[src/rtl/chop_clk_pkg.sv]
package chop_clk_pkg;
   localparam int SLOW_W = 4;
   localparam int FAST_W = 2;

   typedef logic [SLOW_W-1:0] slow_code_t;

   typedef enum logic [FAST_W-1:0] {
      FAST_HOLD_HI = 2'b00,
      FAST_RATE_A  = 2'b01,
      FAST_RATE_B  = 2'b10,
      FAST_PASS    = 2'b11
   } fast_mode_e;

   localparam slow_code_t SLOW_HOLD_HI = 4'h0;
   localparam slow_code_t SLOW_HOLD_LO = 4'hF;

   function automatic logic slow_is_const(slow_code_t c);
      return (c == SLOW_HOLD_HI) || (c == SLOW_HOLD_LO);
   endfunction

   function automatic logic slow_start_lvl(slow_code_t c);
      return c != SLOW_HOLD_LO;
   endfunction
endpackage

[src/rtl/chop_tick_gen.sv]
module chop_tick_gen #(
   parameter int TICK_DIV = 16384
) (
   input  logic clk,
   input  logic rst_n,
   output logic tick
);
   localparam int CW = (TICK_DIV > 1) ? $clog2(TICK_DIV) : 1;
   localparam logic [CW-1:0] LAST = CW'(TICK_DIV - 1);

   generate
      if (TICK_DIV < 2) begin : g_bad_div
         $error("TICK_DIV must be at least 2");
      end
   endgenerate

   logic [CW-1:0] cnt_q;

   always_ff @(posedge clk or negedge rst_n) begin
      if (!rst_n)             cnt_q <= '0;
      else if (cnt_q == LAST) cnt_q <= '0;
      else                    cnt_q <= cnt_q + 1'b1;
   end

   assign tick = (cnt_q == LAST);
endmodule

[src/rtl/chop_slow_chan.sv]
module chop_slow_chan
   import chop_clk_pkg::*;
(
   input  logic       clk,
   input  logic       rst_n,
   input  logic       tick,
   input  slow_code_t sel,
   output logic       lvl_o
);
   slow_code_t act_q;
   slow_code_t cnt_q;
   logic       lvl_q;

   always_ff @(posedge clk or negedge rst_n) begin
      if (!rst_n) begin
         act_q <= SLOW_HOLD_HI;
         cnt_q <= '0;
         lvl_q <= 1'b1;
      end else if (slow_is_const(act_q)) begin
         // resting: any new code is taken at once
         act_q <= sel;
         cnt_q <= '0;
         lvl_q <= slow_start_lvl(sel);
      end else if (tick) begin
         if (cnt_q == act_q - 1'b1) begin
            cnt_q <= '0;
            if (lvl_q) begin
               lvl_q <= 1'b0;
            end else begin
               // rising boundary: the only point where a toggling code changes
               act_q <= sel;
               lvl_q <= slow_start_lvl(sel);
            end
         end else begin
            cnt_q <= cnt_q + 1'b1;
         end
      end
   end

   assign lvl_o = lvl_q;
endmodule

[src/rtl/chop_fast_chan.sv]
module chop_fast_chan
   import chop_clk_pkg::*;
#(
   parameter int FAST_HALF_A = 16,
   parameter int FAST_HALF_B = 32
) (
   input  logic             clk,
   input  logic             rst_n,
   input  logic [FAST_W-1:0] sel,
   output logic             clk_o
);
   localparam int HMAX = (FAST_HALF_A > FAST_HALF_B) ? FAST_HALF_A : FAST_HALF_B;
   localparam int CW   = (HMAX > 1) ? $clog2(HMAX) : 1;
   localparam logic [CW-1:0] LAST_A = CW'(FAST_HALF_A - 1);
   localparam logic [CW-1:0] LAST_B = CW'(FAST_HALF_B - 1);

   generate
      if (FAST_HALF_A < 2 || FAST_HALF_B < 2) begin : g_bad_half
         $error("fast half periods must be at least 2 clocks");
      end
   endgenerate

   fast_mode_e    act_q;
   logic [CW-1:0] cnt_q;
   logic          div_q;
   logic          gate_q;
   logic [CW-1:0] last;

   always_comb begin
      last = (act_q == FAST_RATE_A) ? LAST_A : LAST_B;
   end

   always_ff @(posedge clk or negedge rst_n) begin
      if (!rst_n) begin
         act_q <= FAST_HOLD_HI;
         cnt_q <= '0;
         div_q <= 1'b1;
      end else if (act_q == FAST_HOLD_HI || act_q == FAST_PASS) begin
         // every edge is a boundary in these modes
         act_q <= fast_mode_e'(sel);
         cnt_q <= '0;
         div_q <= (fast_mode_e'(sel) != FAST_PASS);
      end else if (cnt_q == last) begin
         cnt_q <= '0;
         if (div_q) begin
            div_q <= 1'b0;
         end else begin
            act_q <= fast_mode_e'(sel);
            div_q <= (fast_mode_e'(sel) != FAST_PASS);
         end
      end else begin
         cnt_q <= cnt_q + 1'b1;
      end
   end

   // enable moves only while clk is low, so the gated clock cannot glitch
   always_ff @(negedge clk or negedge rst_n) begin
      if (!rst_n) gate_q <= 1'b0;
      else        gate_q <= (act_q == FAST_PASS);
   end

   assign clk_o = (clk & gate_q) | (div_q & ~gate_q);
endmodule

[src/rtl/chop_clk_gen.sv]
module chop_clk_gen #(
   parameter int TICK_DIV    = 16384,
   parameter int FAST_HALF_A = 16,
   parameter int FAST_HALF_B = 32
) (
   input  logic       clk,
   input  logic       rst_n,
   input  logic [1:0] fast_sel,
   input  logic [3:0] slow_sel,
   output logic       fast_clk_o,
   output logic       slow_clk_o
);
   logic tick_w;

   chop_tick_gen #(.TICK_DIV(TICK_DIV)) u_tick (
      .clk   (clk),
      .rst_n (rst_n),
      .tick  (tick_w)
   );

   chop_slow_chan u_slow (
      .clk   (clk),
      .rst_n (rst_n),
      .tick  (tick_w),
      .sel   (slow_sel),
      .lvl_o (slow_clk_o)
   );

   chop_fast_chan #(
      .FAST_HALF_A (FAST_HALF_A),
      .FAST_HALF_B (FAST_HALF_B)
   ) u_fast (
      .clk   (clk),
      .rst_n (rst_n),
      .sel   (fast_sel),
      .clk_o (fast_clk_o)
   );
endmodule

[config.mk]
export PLATFORM = sky130hd
export DESIGN_NAME = chop_clk_gen
export DESIGN_NICKNAME = d
export VERILOG_FILES = /design/src/rtl/chop_clk_pkg.sv /design/src/rtl/chop_tick_gen.sv /design/src/rtl/chop_slow_chan.sv /design/src/rtl/chop_fast_chan.sv /design/src/rtl/chop_clk_gen.sv
export SDC_FILE = /design/constraint.sdc
export NUM_CORES = 1
export LEC_CHECK = 0
export CAP_MARGIN = 20
export CORE_MARGIN = 2
export CORE_UTILIZATION = 40
export DETAILED_ROUTE_END_ITERATION = 12
export DONT_BUFFER_PORTS = 1
export HOLD_SLACK_MARGIN = 0.02
export PLACE_DENSITY = 0.57
export SETUP_SLACK_MARGIN = 0.4
export SLEW_MARGIN = 20
export SYNTH_ARGS = -nofsm -noshare
export SYNTH_HDL_FRONTEND = slang
export SYNTH_SLANG_ARGS = --single-unit
[constraint.sdc]
create_clock -name clk -period 4.65 [get_ports clk]
set_input_delay 0.465 -clock clk [delete_from_list [all_inputs] [get_ports clk]]
set_output_delay 0.465 -clock clk [all_outputs]
set_load 0.01 [all_outputs]
==> impl_metrics.json <==
{
  "status": "finished, final reports clean",
  "numPortBuffers": 0,
  "crit_type": "reg -> out",
  "antenna_found_initial": 0,
  "firstDrtPassIters": 4,
  "synth.top_cell.area_share_pct": 44.31,
  "synth_top_cells_by_area": "dfrtp_1 (44%), xor2_1 (5.9%), ha_1 (5.3%)",
  "finalHoldViolCount": 0,
  "wl_microns": 3066,
  "setup_ws_ns": 0.7171,
  "synth_fp_nets": 166,
  "critPathMaxFanout": 2,
  "fp.dieH_microns": 67.99,
  "grt_max_degree": 32,
  "row_count": 23,
  "dieArea_sq_mm": 0.004623,
  "worstSetupEndpointType": "primary output",
  "synth_warnings": 0,
  "syn_area_sq_mm": 0.001638,
  "maxSlewViolCount": 0,
  "p_leak_nw": 0.8501,
  "avgSynthCellArea_sq_um": 10.85,
  "synth_cells": 151,
  "synth_top_cell_by_area": "dfrtp_1",
  "drc_errors": 0,
  "pin_count": 10,
  "yosysSeqAreaShare_pct": 49.05,
  "start_util_pct": 41.24,
  "regToRegSetupSlack_ns": 1.58,
  "relSlewSlack_pct": 31.30,
  "nets": 175,
  "max_stage_delay_ns": 0.40,
  "ir_drop_uv": 433.5,
  "drive_above_1_share_pct": 14.29,
  "clk_latency_ns": 0.41,
  "wire_per_inst_microns": 14.53,
  "placed_cell_area_sq_mm": 0.001680,
  "antenna_left": 0,
  "ys_async_sr_fraction_pct": 100.0,
  "min_from": "slow_sel[3]",
  "synth_common_cells": "dfrtp_1 (29), nor2_1 (15), nand3_1 (11), xor2_1 (11), nand2_1 (9)",
  "r2r_cells": 1,
  "ys_ff_latch": 32,
  "grt_pass1_wl_microns": 5333,
  "synth-edff-count": 0,
  "required_ns": 4.18,
  "cp_slowest_cell": "o21ai_0",
  "worstReg2RegEnd": "u_fast.gate_q",
  "ys.flop_type": "dfrtp_1",
  "rsz0062_at_grt": "false",
  "hp-class": "in -> reg",
  "startpoint_type": "flop",
  "critical-path-top-delay-family": "compound AO/OA/AOI/OAI gates",
  "path_clk_slew_ns": 0.07,
  "gp_congestion": 0.7864,
  "crit_start": "u_fast.gate_q",
  "worst_slew_pin_slew_ns": 1.022,
  "reg2reg_from": "u_fast.act_q[0]",
  "fin_area_sq_mm": 0.001863,
  "clock_skew_ns": 0.02126,
  "grtUsageTotal_pct": 16.17,
  "dr_total_vias": 1121,
  "whs_path_depth": 1,
  "p_per_area_mw_per_mm2": 538.2,
  "via_per_inst": 5.313,
  "cts_tree": "yes",
  "area_delta_synth_final_pct": 13.75,
  "n_antenna_cell": 0,
  "coreArea_sq_mm": 0.003971,
  "grt_pass1_vias": 1206,
  "cp_num_buf_inv": 0,
  "grt_overflow": 0,
  "drtIter0Drc": 48,
  "setup_viol": 0,
  "worstPathArrival_ns": 3.47,
  "cap_violations": 0,
  "die_x_microns": 67.99,
  "synth.most_common_cell": "dfrtp_1",
  "cts_resized": 0,
  "synth.distinct_cells": 39,
  "dp_hpwl_microns": 2070,
  "path_cells": "o21ai_0",
  "setup-tns-final_ns": 0,
  "post-place-ws_ns": 1.249,
  "whs_endpoint": "u_slow.act_q[3]"
}
[where the power goes]
part / switching, mW / leakage, nW / internal [mW]
clock: 0.126 / 0.0783 / 0.216
combinational: 0.143 / 0.364 / 0.124
sequential: 0.0544 / 0.408 / 0.340
[registers in the layout, summed over array words and instances (netlist names)]
register       cells
u_tick.cnt_q      14
u_fast.cnt_q       5
u_slow.act_q       4
u_slow.cnt_q       4
u_fast.act_q       2
u_fast.div_q       1
u_fast.gate_q      1
u_slow.lvl_o       1
[routing by layer]
| metal | share of wire [%] | GRT usage, % |
|---|---|---|
| met5 | 0 | 0 |
| met4 | 2.7 | 9.500 |
| met3 | 3.8 | 5.428 |
| met2 | 49 | 26.58 |
| met1 | 45 | 18.16 |
[stage by stage]
| stage | instances | total power, mW | utilization [%] | hold WS (ns) |
|---|---|---|---|---|
| 2_1_floorplan | 151 | 0.6116 | - | 0.1694 |
| 3_3_place_gp | 198 | 0.6539 | 42.31 | 0.1704 |
| 3_5_place_dp | 198 | 0.6702 | 42.31 | 0.1701 |
| 4_1_cts | 211 | 1.014 | 46.91 | 0.1992 |
| 5_1_grt | 211 | 1.074 | 46.91 | 0.1993 |
| 6_report | 211 | 1.003 | 46.91 | 0.2061 |
[cells by family after synthesis]
kind of cell             share of synthesized area, %
multiplexers                                    4.125
adder cells (fa/ha/maj)                         5.347
XOR/XNOR                                        10.47
AND/OR/NAND/NOR                                 18.64
AO/OA/AOI/OAI                                   9.779
buffers and inverters                           2.597
flip-flops                                      49.05
[worst max-delay path by stage]
stage                 endpoint  slack (ns)  depth (start not counted)
floorplan           fast_clk_o        1.26                          1
global placement    fast_clk_o        1.26                          1
detailed placement  fast_clk_o        1.25                          1
CTS                 fast_clk_o        0.69                          1
global route        fast_clk_o        0.66                          1
finish              fast_clk_o        0.72                          1
[cell usage in the layout (no fill, tap or decap), types with 5 or more instances in the layout]
cell      netlist  final
dfrtp_1        29     29
nor2_1         15     15
o21ai_0         5      5
ha_1            7      7
clkbuf_8        0      8
xnor2_1         6      6
nand2_1         9      9
a21oi_1         5      5
xor2_1         11     11
inv_1           6      6
nand3_1        11     11
[area by class of cell]
type                       instances  area, sq um
clock buffer                       8        110.1
clock inverter                     3        42.54
fill                             373         2108
inverter                           6        22.52
multi-input combinational        110        792.0
sequential                        32        803.3
tap                               50        62.56
timing repair buffer               2        30.03
[what timing repair did]
item	4_1_cts	5_1_grt
hold buffers	2	0
setup buffers	0	0
endpoints found under the hold margin	31	0
No activity file was read; power rests on OpenSTA's default activity.
